<file path="config.mk">
export PLATFORM = sky130hd
export DESIGN_NAME = nor_cmd_seq
export DESIGN_NICKNAME = d
export VERILOG_FILES = /design/src/rtl/nor_seq_pkg.sv /design/src/rtl/nor_script.sv /design/src/rtl/nor_poll_judge.sv /design/src/rtl/nor_bus_cycle.sv /design/src/rtl/nor_cmd_seq.sv
export SDC_FILE = /design/constraint.sdc
export NUM_CORES = 1
export LEC_CHECK = 0
export BUFFER_PORTS_ARGS = -buffer_cell sky130_fd_sc_hd__buf_2
export CORE_ASPECT_RATIO = 0.6
export CORE_MARGIN = 3
export CORE_UTILIZATION = 57
export DETAILED_ROUTE_END_ITERATION = 6
export PLACE_DENSITY = 0.9
export SYNTH_ARGS = -nofsm -noshare
export SYNTH_HDL_FRONTEND = slang
export SYNTH_SLANG_ARGS = --single-unit
</file>
<file path="constraint.sdc">
create_clock -name clk -period 3.8 [get_ports clk]
set_input_delay 0.19 -clock clk [delete_from_list [all_inputs] [get_ports clk]]
set_output_delay 0.19 -clock clk [all_outputs]
set_load 0.01 [all_outputs]
</file>
<file path="src/rtl/nor_seq_pkg.sv">
package nor_seq_pkg;

    localparam int IDX_W = 4;

    typedef enum logic [2:0] {
        OP_RESET  = 3'd0,
        OP_IDENT  = 3'd1,
        OP_PROG   = 3'd2,
        OP_SERASE = 3'd3,
        OP_CERASE = 3'd4,
        OP_UNLOCK = 3'd5
    } op_e;

    typedef enum logic [1:0] {
        ST_OK      = 2'd0,
        ST_WRERR   = 2'd1,
        ST_ERERR   = 2'd2,
        ST_TIMEOUT = 2'd3
    } stat_e;

    typedef enum logic [1:0] {
        SK_WRITE = 2'd0,
        SK_FETCH = 2'd1,
        SK_POLL  = 2'd2,
        SK_END   = 2'd3
    } step_e;

    typedef enum logic [2:0] {
        V_AGAIN,
        V_RECHECK,
        V_PASS,
        V_FAIL_RST,
        V_FAIL_NOW,
        V_TIMEOUT
    } verdict_e;

    typedef enum logic [1:0] {
        PH_IDLE,
        PH_SETUP,
        PH_ACT,
        PH_HOLD
    } phase_e;

    localparam logic [7:0] C_KEY1   = 8'hAA;
    localparam logic [7:0] C_KEY2   = 8'h55;
    localparam logic [7:0] C_EXIT   = 8'hF0;
    localparam logic [7:0] C_IDENT  = 8'h90;
    localparam logic [7:0] C_PROG   = 8'hA0;
    localparam logic [7:0] C_ERPREP = 8'h80;
    localparam logic [7:0] C_ERSEC  = 8'h30;
    localparam logic [7:0] C_ERALL  = 8'h10;
    localparam logic [7:0] C_UNLOCK = 8'h70;

endpackage

</file>
<file path="src/rtl/nor_script.sv">
module nor_script
    import nor_seq_pkg::*;
#(
    parameter int AW = 20,
    parameter int DW = 16,
    parameter logic [AW-1:0] UNLOCK_A = AW'(20'h05555),
    parameter logic [AW-1:0] UNLOCK_B = AW'(20'h0AAAA)
) (
    input  op_e              op,
    input  logic [IDX_W-1:0] idx,
    input  logic [AW-1:0]    tgt_addr,
    input  logic [DW-1:0]    tgt_data,
    output step_e            kind,
    output logic [AW-1:0]    addr,
    output logic [DW-1:0]    data
);

    always_comb begin
        kind = SK_END;
        addr = '0;
        data = '0;
        if (op == OP_UNLOCK) begin
            case (idx)
                4'd0: begin kind = SK_WRITE; addr = UNLOCK_A; data = DW'(C_KEY1); end
                4'd1: begin kind = SK_WRITE; addr = tgt_addr; data = DW'(C_UNLOCK); end
                default: ;
            endcase
        end else if (idx == 4'd0) begin
            kind = SK_WRITE; addr = UNLOCK_A; data = DW'(C_KEY1);
        end else if (idx == 4'd1) begin
            kind = SK_WRITE; addr = UNLOCK_B; data = DW'(C_KEY2);
        end else begin
            case (op)
                OP_RESET: begin
                    if (idx == 4'd2) begin kind = SK_WRITE; addr = UNLOCK_A; data = DW'(C_EXIT); end
                end
                OP_IDENT: begin
                    case (idx)
                        4'd2: begin kind = SK_WRITE; addr = UNLOCK_A; data = DW'(C_IDENT); end
                        4'd3: begin kind = SK_FETCH; addr = AW'(tgt_addr[0]); end
                        4'd4: begin kind = SK_WRITE; addr = UNLOCK_A; data = DW'(C_KEY1); end
                        4'd5: begin kind = SK_WRITE; addr = UNLOCK_B; data = DW'(C_KEY2); end
                        4'd6: begin kind = SK_WRITE; addr = UNLOCK_A; data = DW'(C_EXIT); end
                        default: ;
                    endcase
                end
                OP_PROG: begin
                    case (idx)
                        4'd2: begin kind = SK_WRITE; addr = UNLOCK_A; data = DW'(C_PROG); end
                        4'd3: begin kind = SK_WRITE; addr = tgt_addr; data = tgt_data; end
                        4'd4: begin kind = SK_POLL;  addr = tgt_addr; end
                        default: ;
                    endcase
                end
                OP_SERASE, OP_CERASE: begin
                    case (idx)
                        4'd2: begin kind = SK_WRITE; addr = UNLOCK_A; data = DW'(C_ERPREP); end
                        4'd3: begin kind = SK_WRITE; addr = UNLOCK_A; data = DW'(C_KEY1); end
                        4'd4: begin kind = SK_WRITE; addr = UNLOCK_B; data = DW'(C_KEY2); end
                        4'd5: begin
                            kind = SK_WRITE;
                            addr = (op == OP_SERASE) ? tgt_addr : UNLOCK_A;
                            data = (op == OP_SERASE) ? DW'(C_ERSEC) : DW'(C_ERALL);
                        end
                        4'd6: begin
                            kind = SK_POLL;
                            addr = (op == OP_SERASE) ? tgt_addr : '0;
                        end
                        default: ;
                    endcase
                end
                default: ;
            endcase
        end
    end

endmodule

</file>
<file path="src/rtl/nor_poll_judge.sv">
module nor_poll_judge
    import nor_seq_pkg::*;
(
    input  op_e        op,
    input  logic [7:0] stat,
    input  logic       want7,
    input  logic       recheck,
    input  logic       at_limit,
    output verdict_e   verdict
);

    logic complete;

    always_comb begin
        complete = (op == OP_PROG) ? (stat[7] == want7) : stat[7];
        if (complete)                          verdict = V_PASS;
        else if (op == OP_CERASE && stat[3])   verdict = V_FAIL_NOW;
        else if (recheck)                      verdict = V_FAIL_RST;
        else if (stat[5])                      verdict = V_RECHECK;
        else if (at_limit)                     verdict = V_TIMEOUT;
        else                                   verdict = V_AGAIN;
    end

endmodule

</file>
<file path="src/rtl/nor_bus_cycle.sv">
module nor_bus_cycle
    import nor_seq_pkg::*;
#(
    parameter int AW    = 20,
    parameter int DW    = 16,
    parameter int PULSE = 2
) (
    input  logic          clk,
    input  logic          rst_n,
    input  logic          start,
    input  logic          is_read,
    input  logic [AW-1:0] addr,
    input  logic [DW-1:0] wdata,
    output logic          last,
    output logic [DW-1:0] rdata,
    output logic [AW-1:0] nf_addr,
    output logic [DW-1:0] nf_dout,
    input  logic [DW-1:0] nf_din,
    output logic          nf_ce_n,
    output logic          nf_we_n,
    output logic          nf_oe_n
);

    localparam int CW = $clog2(PULSE + 1);

    typedef struct packed {
        phase_e        phase;
        logic [CW-1:0] cnt;
        logic          rd;
        logic [AW-1:0] addr;
        logic [DW-1:0] dout;
        logic [DW-1:0] rdata;
    } bus_t;

    bus_t q, d;

    always_comb begin
        d = q;
        unique case (q.phase)
            PH_IDLE: if (start) begin
                d.phase = PH_SETUP;
                d.rd    = is_read;
                d.addr  = addr;
                d.dout  = wdata;
            end
            PH_SETUP: begin
                d.phase = PH_ACT;
                d.cnt   = CW'(PULSE - 1);
            end
            PH_ACT: begin
                if (q.cnt == '0) begin
                    d.phase = PH_HOLD;
                    if (q.rd) d.rdata = nf_din;
                end else begin
                    d.cnt = q.cnt - 1'b1;
                end
            end
            PH_HOLD: d.phase = PH_IDLE;
            default: d.phase = PH_IDLE;
        endcase
    end

    always_ff @(posedge clk or negedge rst_n) begin
        if (!rst_n) q <= '0;
        else        q <= d;
    end

    assign last    = (q.phase == PH_HOLD);
    assign rdata   = q.rdata;
    assign nf_addr = q.addr;
    assign nf_dout = q.dout;
    assign nf_ce_n = (q.phase != PH_ACT);
    assign nf_we_n = !((q.phase == PH_ACT) && !q.rd);
    assign nf_oe_n = !((q.phase == PH_ACT) && q.rd);

endmodule

</file>
<file path="src/rtl/nor_cmd_seq.sv">
module nor_cmd_seq
    import nor_seq_pkg::*;
#(
    parameter int AW         = 20,
    parameter int DW         = 16,
    parameter int PULSE      = 2,
    parameter int POLL_LIMIT = 6,
    parameter logic [AW-1:0] UNLOCK_A = AW'(20'h05555),
    parameter logic [AW-1:0] UNLOCK_B = AW'(20'h0AAAA)
) (
    input  logic          clk,
    input  logic          rst_n,
    input  logic          req_valid,
    input  logic [2:0]    req_op,
    input  logic [AW-1:0] req_addr,
    input  logic [DW-1:0] req_data,
    output logic          busy,
    output logic          rsp_valid,
    output logic [1:0]    rsp_status,
    output logic [DW-1:0] rsp_data,
    output logic [AW-1:0] nf_addr,
    output logic [DW-1:0] nf_dout,
    input  logic [DW-1:0] nf_din,
    output logic          nf_ce_n,
    output logic          nf_we_n,
    output logic          nf_oe_n
);

    localparam int PCW = $clog2(POLL_LIMIT + 2);

    typedef struct packed {
        logic             busy;
        op_e              op;
        logic [AW-1:0]    addr;
        logic [DW-1:0]    data;
        logic [IDX_W-1:0] idx;
        logic             waiting;
        logic             recheck;
        logic [PCW-1:0]   pcnt;
        stat_e            status;
        logic             rsp_v;
        stat_e            rsp_st;
        logic [DW-1:0]    rsp_d;
        logic [DW-1:0]    id;
    } seq_t;

    seq_t q, d;

    step_e          sk_kind;
    logic [AW-1:0]  sk_addr;
    logic [DW-1:0]  sk_data;
    logic           bus_start;
    logic           bus_last;
    logic [DW-1:0]  bus_rdata;
    verdict_e       verdict;
    logic           at_limit;
    stat_e          fail_st;

    nor_script #(.AW(AW), .DW(DW), .UNLOCK_A(UNLOCK_A), .UNLOCK_B(UNLOCK_B)) u_script (
        .op(q.op), .idx(q.idx), .tgt_addr(q.addr), .tgt_data(q.data),
        .kind(sk_kind), .addr(sk_addr), .data(sk_data)
    );

    assign at_limit = ({1'b0, q.pcnt} + 1'b1) >= (PCW + 1)'(POLL_LIMIT);

    nor_poll_judge u_judge (
        .op(q.op), .stat(bus_rdata[7:0]), .want7(q.data[7]),
        .recheck(q.recheck), .at_limit(at_limit), .verdict(verdict)
    );

    nor_bus_cycle #(.AW(AW), .DW(DW), .PULSE(PULSE)) u_bus (
        .clk(clk), .rst_n(rst_n), .start(bus_start),
        .is_read(sk_kind != SK_WRITE), .addr(sk_addr), .wdata(sk_data),
        .last(bus_last), .rdata(bus_rdata),
        .nf_addr(nf_addr), .nf_dout(nf_dout), .nf_din(nf_din),
        .nf_ce_n(nf_ce_n), .nf_we_n(nf_we_n), .nf_oe_n(nf_oe_n)
    );

    assign fail_st = (q.op == OP_PROG) ? ST_WRERR : ST_ERERR;

    always_comb begin
        d         = q;
        d.rsp_v   = 1'b0;
        bus_start = 1'b0;
        if (!q.busy) begin
            if (req_valid && req_op <= 3'd5) begin
                d.busy    = 1'b1;
                d.op      = op_e'(req_op);
                d.addr    = req_addr;
                d.data    = req_data;
                d.idx     = '0;
                d.waiting = 1'b0;
                d.recheck = 1'b0;
                d.pcnt    = '0;
                d.status  = ST_OK;
                d.id      = '0;
            end
        end else if (!q.waiting) begin
            if (sk_kind == SK_END) begin
                d.busy   = 1'b0;
                d.rsp_v  = 1'b1;
                d.rsp_st = q.status;
                d.rsp_d  = q.id;
            end else begin
                bus_start = 1'b1;
                d.waiting = 1'b1;
            end
        end else if (bus_last) begin
            d.waiting = 1'b0;
            unique case (sk_kind)
                SK_WRITE: d.idx = q.idx + 1'b1;
                SK_FETCH: begin
                    d.id  = bus_rdata;
                    d.idx = q.idx + 1'b1;
                end
                SK_POLL: begin
                    d.pcnt = q.pcnt + 1'b1;
                    unique case (verdict)
                        V_PASS:     d.idx = q.idx + 1'b1;
                        V_RECHECK:  d.recheck = 1'b1;
                        V_FAIL_NOW: begin d.status = ST_ERERR; d.idx = q.idx + 1'b1; end
                        V_FAIL_RST: begin d.status = fail_st; d.op = OP_RESET; d.idx = '0; end
                        V_TIMEOUT:  begin d.status = ST_TIMEOUT; d.op = OP_RESET; d.idx = '0; end
                        default: ;
                    endcase
                end
                default: ;
            endcase
        end
    end

    always_ff @(posedge clk or negedge rst_n) begin
        if (!rst_n) q <= '0;
        else        q <= d;
    end

    assign busy       = q.busy;
    assign rsp_valid  = q.rsp_v;
    assign rsp_status = q.rsp_st;
    assign rsp_data   = q.rsp_d;

endmodule

</file>
* Word level (Yosys, flattened, before mapping)
Cells that the tools add are included.
** Storage, ports and cells
- Register bits :: 143
- Input port bits :: 58
- Output and inout port bits :: 59
** Operators by class
- Add/sub/neg operators :: 4
- $lt $le $gt $ge :: 2
- Eq/ne operators :: 36
- Mux-type cells :: 70
- Bitwise gates (word level) :: 2
- Reductions and logical operators :: 37
** Operator list (number)
- case mux 20 bit (4 select lines) :: 2
- 2-to-1 mux 16 bit :: 8
- case mux 16 bit (4 select lines) :: 2
- 2-to-1 mux 20 bit :: 5
- case mux 20 bit (2 select lines) :: 2
- 2-to-1 mux 19 bit :: 3
- 2-to-1 mux 51 bit :: 1
- case mux 16 bit (3 select lines) :: 1
- case mux 16 bit (2 select lines) :: 1
- case mux 8 bit (4 select lines) :: 1
- 2-to-1 mux 3 bit :: 9
- 2-to-1 mux 11 bit :: 2
- AND reduction 5 bit :: 4
- 2-to-1 mux 2 bit :: 9
- 2-to-1 mux 6 bit :: 3
- case mux 2 bit (2 select lines) :: 4
- case mux 2 bit (4 select lines) :: 2
- case mux 4 bit (2 select lines) :: 2
- case mux 8 bit (2 select lines) :: 1
- 2-to-1 mux 15 bit :: 1
- OR reduction 2 bit :: 7
- == test 3 x 2 -> 1 bit (second input constant) :: 4
- == test 3 bit (second input constant) :: 4
- == test 4 x 3 -> 1 bit (second input constant) :: 3
- other kinds (33) :: 70

* Longest topological paths before layout
Gate-level depths: netlist of run 1.
- Word-level depth :: 14
- Depth in mapped cells :: 13

* Cells and area by module
From an unflattened synthesis of run 1, not the netlist that was laid out.
** Unflattened totals
- Cell total of the unflattened synthesis :: 716
- Area total of the unflattened synthesis :: 7871.3 um^2
** Modules (own cells, without submodules)
- nor_cmd_seq :: times used 1, cells an instance 315, area an instance 3807.4 um^2, seq. area each 2152.1 um^2
- nor_bus_cycle :: times used 1, cells an instance 193, area an instance 2716.4 um^2, seq. area each 1426.4 um^2
- nor_script :: times used 1, cells an instance 199, area an instance 1270.0 um^2, seq. area each 0.0 um^2
- nor_poll_judge :: times used 1, cells an instance 9, area an instance 77.6 um^2, seq. area each 0.0 um^2

* Least setup slack after synthesis of run 1
OpenSTA, ideal clock, no wires.
- Kind :: reg2reg
- Start :: register q[42] in the netlist's numbering
- End :: register u_bus.q, in the netlist u_bus.nf_addr[12]
- Library setup time :: 0.127 ns
- Arrival time :: 2.642 ns
- Data required time :: 3.673 ns
- Path slack :: 1.031 ns
- Cell stages (with the launch flop) :: 13
- Cell sequence :: dfrtp_1 inv_1 ha_1 clkbuf_1 or3_1 nand3_1 o211ai_1 and3_1 clkbuf_1 o211ai_1 buf_2 buf_6 mux2_1
** On the way
- Word-level cells in the longest chain between the ends :: 12
- Elaborated cells on any way between the ends :: 36
** RTL lines
- start: declaration :: line nor_cmd_seq.sv:47 : seq_t q, d;
- start signal: assignment :: line nor_cmd_seq.sv:133 : if (!rst_n) q <= '0;
- start signal: assignment :: line nor_cmd_seq.sv:134 : else q <= d;
- == test 4 x 2 -> 1 bit (tied with other cells) :: line nor_script.sv:38, nor_script.sv:48, nor_script.sv:56
- OR reduction 4 bit (no line) or OR reduction 2 bit (tied branches)
- case mux 2 bit (2 select lines), on equally long branches :: line nor_script.sv:56, nor_script.sv:48, nor_script.sv:38
- case mux 2 bit (4 select lines) :: line nor_script.sv:33 : case (op)
- 2-to-1 mux 2 bit :: line nor_script.sv:30 : end else if (idx == 4'd1) begin
- 2-to-1 mux 2 bit :: line nor_script.sv:28 : end else if (idx == 4'd0) begin
- 2-to-1 mux 2 bit :: line nor_script.sv:22 : if (op == OP_UNLOCK) begin
- == test 2 bit :: line nor_cmd_seq.sv:99 : if (sk_kind == SK_END) begin
- 2-to-1 mux 1 bit :: line nor_cmd_seq.sv:99
- 2-to-1 mux 1 bit :: line nor_cmd_seq.sv:98 : end else if (!q.waiting) begin
- 2-to-1 mux 1 bit :: line nor_cmd_seq.sv:85 : if (!q.busy) begin
- AND reduction 2 bit (no line)
- end signal: assignment :: line nor_bus_cycle.sv:64 : if (!rst_n) q <= '0;
- end signal: assignment :: line nor_bus_cycle.sv:65 : else q <= d;
- end: declaration :: line nor_bus_cycle.sv:35 : bus_t q, d;
Parallel ways exist; a longest one is shown, timed or not.
A chain may end at the register's enable or synchronous reset.

* Worst setup path after layout of run 1
- Start :: register q[42] in the netlist's numbering
- End :: register q[15] in the netlist's numbering
** On the way
- Word-level cells in the longest chain between the ends :: 10
- Elaborated cells on any way between the ends :: 23
** RTL lines
- == test 4 x 2 -> 1 bit (tied with other cells) :: line nor_script.sv:38, nor_script.sv:48, nor_script.sv:56
- OR reduction 4 bit (no line) or OR reduction 2 bit (tied branches)
- case mux 2 bit (2 select lines), on equally long branches :: line nor_script.sv:56, nor_script.sv:48, nor_script.sv:38
- case mux 2 bit (4 select lines) :: line nor_script.sv:33
- 2-to-1 mux 2 bit :: line nor_script.sv:30
- 2-to-1 mux 2 bit :: line nor_script.sv:28
- 2-to-1 mux 2 bit (*) :: line nor_script.sv:22
- == test 2 x 1 -> 1 bit (*) :: line nor_cmd_seq.sv:110 : unique case (sk_kind)
- != test 2 x 1 -> 1 bit (no line) (*)
- AND reduction 4 bit (no line) (*)
Every way passes the cells marked *; elsewhere a longest branch is shown, timed or not.

==> results of run 1 <==
[cell usage after synthesis, types with 4 or more instances]
cell                          n  area, sq um
sky130_fd_sc_hd__a21oi_1     44          220
sky130_fd_sc_hd__a21o_1       5         37.5
sky130_fd_sc_hd__nand3_1     12         60.1
sky130_fd_sc_hd__inv_1       16         60.1
sky130_fd_sc_hd__o211ai_1     5         37.5
sky130_fd_sc_hd__ha_1        12          150
sky130_fd_sc_hd__mux2i_1      4         40.0
sky130_fd_sc_hd__or3_1        5         31.3
sky130_fd_sc_hd__and3_1       5         31.3
sky130_fd_sc_hd__o31ai_1      5         37.5
sky130_fd_sc_hd__mux2_1       4         45.0
sky130_fd_sc_hd__mux2_2      77          867
sky130_fd_sc_hd__a221oi_1     4         35.0
sky130_fd_sc_hd__clkbuf_1    19         71.3
sky130_fd_sc_hd__a22oi_1     17          128
sky130_fd_sc_hd__a2bb2oi_1    4         35.0
sky130_fd_sc_hd__a22o_1       6         52.6
sky130_fd_sc_hd__dfrtp_1    143         3580
sky130_fd_sc_hd__nand2_1     75          282
sky130_fd_sc_hd__o21ai_0     54          270
sky130_fd_sc_hd__buf_1        5         18.8
sky130_fd_sc_hd__and2_1       4         25.0
sky130_fd_sc_hd__nor2_1      36          135
sky130_fd_sc_hd__nor2b_1      9         56.3
sky130_fd_sc_hd__buf_4       54          405
sky130_fd_sc_hd__a31oi_1      6         37.5
sky130_fd_sc_hd__nor3_1      12         60.1
sky130_fd_sc_hd__o21ai_1     28          140
sky130_fd_sc_hd__buf_2       15         75.1
[cells by family after synthesis]
group,Yosys count,share of synthesized area (%)
DFF,143,48.6
AOI/OAI and AO/OA,196,16.5
xor gates and xnor gates,2,0.238
buffers and inverters,110,8.72
muxes,85,12.9
adders and majority gates,12,2.04
and+or+nand+nor,174,10.9
[cells in the final DEF, fill, tap and decap left out, types with 16 or more instances in the layout]
| master | instances |
|---|---|
| sky130_fd_sc_hd__clkbuf_16 | 17 |
| sky130_fd_sc_hd__nor2_1 | 36 |
| sky130_fd_sc_hd__o21ai_0 | 54 |
| sky130_fd_sc_hd__a22oi_1 | 17 |
| sky130_fd_sc_hd__inv_1 | 16 |
| sky130_fd_sc_hd__nand2_1 | 75 |
| sky130_fd_sc_hd__a21oi_1 | 44 |
| sky130_fd_sc_hd__mux2_2 | 77 |
| sky130_fd_sc_hd__dfrtp_1 | 143 |
| sky130_fd_sc_hd__dlygate4sd3_1 | 25 |
| sky130_fd_sc_hd__buf_2 | 115 |
| sky130_fd_sc_hd__o21ai_1 | 28 |
[worst register-to-register path, stage by stage (launching register included)]
cell and delay, ns:
sky130_fd_sc_hd__dfrtp_1 0.41, sky130_fd_sc_hd__inv_1 0.13, sky130_fd_sc_hd__ha_1 0.43, sky130_fd_sc_hd__nor2b_1 0.10
sky130_fd_sc_hd__or3_1 0.33, sky130_fd_sc_hd__and3_1 0.23, sky130_fd_sc_hd__or4_1 0.56, sky130_fd_sc_hd__nand3_1 0.53
sky130_fd_sc_hd__a22oi_1 0.19, sky130_fd_sc_hd__o21ai_0 0.24
[flip-flops by register name, indices dropped and copies added, names as in the netlist]
signal         flops
rsp_data          16
rsp_status         2
u_bus.nf_addr     20
busy               1
u_bus.rdata       16
u_bus.nf_dout     16
u_bus.q            5
q                 66
rsp_valid          1
[stage by stage]
step	hold slack (ns)	total power, mW	worst slack, ns	instance area [sq um]	utilization (%)
6_report	0.00651	7.12	0.561	8490	68.8
4_1_cts	0.00000433	7.06	0.589	8460	68.6
3_5_place_dp	0.294	5.46	0.616	7690	62.4
3_3_place_gp	0.295	5.33	0.769	7690	62.4
2_1_floorplan	-0.106	4.84	1.03	7360	-
5_1_grt	0.0000631	7.56	0.307	8490	68.8
[what timing repair did]
action | in CTS | in global routing
hold endpoints to repair | 105 | 3
gates resized for setup | 0 | 0
hold buffers | 22 | 3
[power by group through the flow]
stage,combinational [mW],sequential (mW),clock (mW)
3_3_place_gp,2.66,2.67,0
4_1_cts,2.82,2.68,1.56
3_5_place_dp,2.77,2.69,0
6_report,2.87,2.70,1.55
2_1_floorplan,2.38,2.46,0
5_1_grt,3.15,2.78,1.63
[metal layers]
layer	track usage [%]	routed length, um
met1	36.5	8050
met2	37.3	7910
met3	8.97	1830
met4	7.12	327
met5	0	0
[worst min-delay path by stage]
stage	slack, ns	cells past startpoint	startpoint	endpoint
finish	0.007	2	nf_din[2]	u_bus.rdata[2]
global route	0.00006	2	nf_din[14]	u_bus.rdata[14]
floorplan	-0.11	0	rst_n	busy
global placement	0.29	1	rst_n	q[65]
detailed placement	0.29	1	rst_n	q[65]
CTS	0.000004	2	nf_din[14]	u_bus.rdata[14]
[area by class of cell]
cell class / instances / area [sq um]
multi-input cells: 469 / 3150
inverters: 16 / 60.1
well taps: 165 / 206
clock inverters: 10 / 90.1
fillers: 921 / 3840
repair buffers: 154 / 947
clock buffers: 22 / 454
flip-flops and latches: 143 / 3580
==> impl_metrics.ini, run 1 <==
[grt]
grtUsageTotal_pct = 25.6
global_route.overflow_total = 0
initial_antenna_violation_count = 0
grt_max_degree = 87
first_global_vias = 5709
global_route_wire_length_before_repair_um = 29200

[worst_setup_path]
worstReg2RegStart = q[42]
cp_data_arrival_time_ns = 3.57
cp-end-kind = register
cp_top_family = simple AND/OR/NAND/NOR gates
timing.critical_path.fanout_max = 16
worstPathRequired_ns = 4.13
critical_path.n_buffers_inverters = 1
worstSetupPathDepth = 9
startpoint_types = register
cp-endpoint = q[15]
critical_path.reg2reg.endpoint = q[15]
timing.critical_path.slowest_cell_delay_ns = 0.56
worst-setup-path-type = reg2reg
critical_path.cell_chain = inv_1 > ha_1 > nor2b_1 > or3_1 > and3_1 > or4_1 > nand3_1 > a22oi_1 > o21ai_0
cpMaxStageDelayCell = sky130_fd_sc_hd__or4_1
setup_slack_reg_to_reg_ns = 0.56
cells_on_worst_reg2reg_path = 9
crit_path_start = q[42]

[worst_hold_path]
holdCritPathClass = in2reg

[sta]
max_transition_margin_pct = 27.9
rsz0062_at_grt = no
worstMarginPinSlew_ns = 1.08
setup_viol_count_final = 0
fmax_mhz = 309
hold_viol = 0
worst_clock_skew_ns = 0.00741
fin_tns_setup_ns = 0
finalCriticalPeriod_ns = 3.24
post-route-period-util_pct = 85.2
drv_slew = 0

[yosys]
ys_async_sr_fraction_pct = 100
synth_nets = 792
synth-edff-count = 0
synthesis.area_sq_mm = 0.00736
ys_ff_latch = 143
ys.warnings.count = 0
synthFlopType = sky130_fd_sc_hd__dfrtp_1
synth_cells = 722
number_of_unique_standard_cell_types_used_by_synthesis = 58
synthesis.area_per_instance_sq_um = 10.2
synth.yosys.seq_area_share_pct = 48.6

[flow_run]
maxCapViolations = 0

[place]
hpwlAfterDp_um = 12100
numPortBuffers = 116
gp_routability_congestion = 0.993
dpl.cell_count = 922

[routing]
ant_nets = 0
drt-initial-drc-count = 640
via_per_inst = 6.02
mean_routed_wirelength_per_cell_um = 18.5
drt_drc_violations_left = 0
sum_of_routed_wire_length_over_all_layers_um = 18100
via_count = 5895
dr.pass1.iters = 5

[clock_tree]
worst_case_clock_buffer_depth = 2
numClockSinks = 143
worstSkewPairLatency_ns = 0.42
clock_tree.htree_level_count = 4
post_cts_buffers = 0
worst_setup_hold_path_clk_slew_ns = 0.06
clockRootBuffer = sky130_fd_sc_hd__clkbuf_16
cts_tree = built
tritoncts.num_buffers = 17

[power_and_ir_drop]
power.sequential.fraction_pct = 37.9
comb_power_share_pct = 40.3
worst_ir_drop_vdd_v = 0.000398
switching_share_pct = 39.4
power.internal_mw = 4.31
power_per_cell_area_mw_per_mm2 = 838
power.leakage_nw = 3.78
power_frac_clock_pct = 21.7
p_switching_mw = 2.80

[floorplan]
row_count = 31
starting_density_of_the_core_pct = 59.7
die-width_um = 153
num_io_pins = 117
area_of_the_core_sq_mm = 0.0123
die-area_sq_mm = 0.0144
floorplan_die_height_um = 94.0

[layout]
final_layout_size_suffix_gt1_share_pct = 29.9
synthToLayoutAreaGrowth_pct = 15.3
stdcell_count = 979
fin_nets = 871
antennaDiodeCount = 0

[status]
status = finished, final reports clean
No activity file was read; power rests on OpenSTA's default activity.
==> run 2, diff against run 1 <==
--- a/config.mk
+++ b/config.mk
@@ -5,6 +5,7 @@
 export SDC_FILE = /design/constraint.sdc
 export NUM_CORES = 1
 export LEC_CHECK = 0
+export ABC_AREA = 1
 export BUFFER_PORTS_ARGS = -buffer_cell sky130_fd_sc_hd__buf_2
 export CORE_ASPECT_RATIO = 0.6
 export CORE_MARGIN = 3
==> impl_metrics.ini, run 2 <==
[routing]
met2RoutedLength_um = 8410
maxUsedRoutingLayer = met4
drt-initial-drc-count = 838
drt_drc_violations_left = 0
mean_routed_wirelength_per_cell_um = 15.7
wl_met3_um = 2050
via_per_inst = 5.44
via_count = 6617
dr.pass1.iters = 7
ant_nets = 0
sum_of_routed_wire_length_over_all_layers_um = 19100
drt-met1-wl_um = 8380

[place]
hpwlAfterDp_um = 12400
dpl.cell_count = 1140
gp_routability_congestion = 1.05
standard_cell_area_after_detailed_placement_sq_mm = 0.00771
numPortBuffers = 116

[clock_tree]
worst_case_clock_buffer_depth = 2
tritoncts.num_buffers = 17
clock_tree.htree_level_count = 4
worstSkewPairLatency_ns = 0.42
worst_setup_hold_path_clk_slew_ns = 0.06
post_cts_buffers = 0
post_cts_resize_count = 0
cts_tree = built
numClockSinks = 143
clockRootBuffer = sky130_fd_sc_hd__clkbuf_16

[yosys]
synth-edff-count = 0
yosys.cell_count.top_type = sky130_fd_sc_hd__nand2_1
synthFlopType = sky130_fd_sc_hd__dfrtp_1
synth.yosys.seq_area_share_pct = 48.5
netlist_top_cells_area = sky130_fd_sc_hd__dfrtp_1, sky130_fd_sc_hd__nand2_1, sky130_fd_sc_hd__buf_4
ys_async_sr_fraction_pct = 100
ys_ff_latch = 143
synth_top_area_cell = sky130_fd_sc_hd__dfrtp_1
ys.warnings.count = 0
synthesis.area_per_instance_sq_um = 7.91
number_of_unique_standard_cell_types_used_by_synthesis = 34
synth_cells = 934
synthesis.area_sq_mm = 0.00738
synthTopCellsByCount = sky130_fd_sc_hd__nand2_1, sky130_fd_sc_hd__dfrtp_1, sky130_fd_sc_hd__buf_4, sky130_fd_sc_hd__o21ai_0, sky130_fd_sc_hd__nor2_1
synth_top_area_share_pct = 48.5
synth_nets = 1004

[floorplan]
starting_density_of_the_core_pct = 59.9
die-area_sq_mm = 0.0144
floorplan_die_height_um = 94.2
area_of_the_core_sq_mm = 0.0123
num_io_pins = 117
die-width_um = 153
row_count = 31

[layout]
finalInstanceArea_sq_mm = 0.00874
stdcell_count = 1216
synthToLayoutAreaGrowth_pct = 18.4
fillers = 886
top_library_cells_by_usage_in_the_layout_fill_and_taps_aside = sky130_fd_sc_hd__nand2_1, sky130_fd_sc_hd__dfrtp_1, sky130_fd_sc_hd__buf_2, sky130_fd_sc_hd__o21ai_0, sky130_fd_sc_hd__dlygate4sd3_1
fin_nets = 1108
regMostFlops = q
antennaDiodeCount = 0
postLayoutCoreUtil_pct = 70.9
max_reg_flops = 66
final_layout_size_suffix_gt1_share_pct = 19.8
final_common_cell = sky130_fd_sc_hd__nand2_1

[worst_setup_path]
timing.critical_path.fanout_max = 23
worstReg2RegStart = q[43]
cp_data_arrival_time_ns = 2.98
crit_path_start = q[43]
worst-setup-path-type = reg2reg
startpoint_types = register
critical_path.reg2reg.endpoint = rsp_data[10]
cells_on_worst_reg2reg_path = 11
worstPathRequired_ns = 4.11
setup_slack_reg_to_reg_ns = 1.13
cp-endpoint = rsp_data[10]
cp-end-kind = register

[sta]
finalCriticalPeriod_ns = 2.67
worst_clock_skew_ns = 0.00893
fin_tns_setup_ns = 0
rsz0062_at_grt = no
max_transition_margin_pct = 30.9
drv_slew = 0
worstMarginPinSlew_ns = 1.03
hold_viol = 0
fmax_mhz = 375
setup_viol_count_final = 0
post-route-period-util_pct = 70.2

[grt]
grt_max_degree = 92
initial_antenna_violation_count = 0
global_route.overflow_total = 0
global_route_wire_length_before_repair_um = 31500
grtUsageTotal_pct = 27.4
first_global_vias = 6335

[power_and_ir_drop]
worst_ir_drop_vdd_v = 0.000437
design_power_total_mw = 6.45
power.leakage_nw = 4.65
power_per_cell_area_mw_per_mm2 = 737

[status]
status = finished, final reports clean

[flow_run]
maxCapViolations = 0

[worst_hold_path]
holdCritPathClass = in2reg
-- run 2: cell count changes in the layout (fill, tap and decap cells not counted), sizes merged, moves of 7 or more --
cell and delta:
a21oi -19, a22oi -10, dlygate4sd3 +19, inv +36, mux2 -66, nand2 +333
nand3 +23, nand4 +8, nor2 +15, nor2b -9, nor3 -12, o21ai -7
-- run 2: through the flow --
stage	hold slack [ns]	setup WS (ns)
after floorplan	-0.106	1.81
after global placement	0.314	1.39
after detailed placement	0.317	1.17
after CTS	0.00262	1.17
after global routing	0.00669	0.826
final	0.00532	1.13
-- run 2: how the worst min path moves through the flow --
stage | from | to | slack [ns] | depth (start not counted)
global placement | rst_n | u_bus.nf_addr[6] | 0.31 | 1
floorplan | rst_n | busy | -0.11 | 0
CTS | nf_din[2] | u_bus.rdata[2] | 0.003 | 2
finish | nf_din[12] | u_bus.rdata[12] | 0.005 | 2
global route | nf_din[2] | u_bus.rdata[2] | 0.007 | 2
detailed placement | rst_n | u_bus.nf_addr[12] | 0.32 | 1
-- run 2: power by group --
group | switching, mW | internal, mW | leakage, nW | total (mW)
registers | 0.414 | 2.09 | 1.84 | 2.50
clock network | 0.698 | 0.987 | 0.282 | 1.69
logic | 1.47 | 0.795 | 2.52 | 2.26
-- run 2: kinds of logic after synthesis --
group | count (synthesis) | share of synthesized area [%]
buffers and inverters | 133 | 9.98
xor gates and xnor gates | 2 | 0.237
DFF | 143 | 48.5
adders and majority gates | 12 | 2.03
and+or+nand+nor | 509 | 28.0
muxes | 15 | 2.29
AOI/OAI and AO/OA | 120 | 9.02
-- run 2: layout make-up --
type	instances	area [sq um]	area share (%)
flip-flops and latches	143	3580	40.9
multi-input cells	658	3080	35.2
repair buffers	172	1120	12.8
clock buffers	18	429	4.91
well taps	165	206	2.36
inverters	46	173	1.97
clock inverters	14	164	1.87
-- run 2: repair_timing --
action / 4_1_cts / 5_1_grt
endpoints found under the hold margin: 132 / 0
endpoints found under the setup margin: 0 / 0
hold buffers: 44 / 0
-- run 2: worst max-delay path: stages (launching register included) --
cell,delay [ns]
sky130_fd_sc_hd__dfrtp_1,0.41
sky130_fd_sc_hd__inv_1,0.10
sky130_fd_sc_hd__ha_1,0.25
sky130_fd_sc_hd__nand2_1,0.09
sky130_fd_sc_hd__buf_4,0.25
sky130_fd_sc_hd__inv_1,0.15
sky130_fd_sc_hd__nor2_2,0.28
sky130_fd_sc_hd__nand4_1,0.18
sky130_fd_sc_hd__nor2_2,0.39
sky130_fd_sc_hd__inv_2,0.26
sky130_fd_sc_hd__nand2_1,0.14
sky130_fd_sc_hd__nand2_1,0.05
-- run 2: metal layers --
metal / vias up / GRT usage [%]
met5: - / 0
met4: 0 / 6.82
met3: 38 / 8.42
met2: 371 / 41.5
met1: 3066 / 38.8
li1: 3142 / -
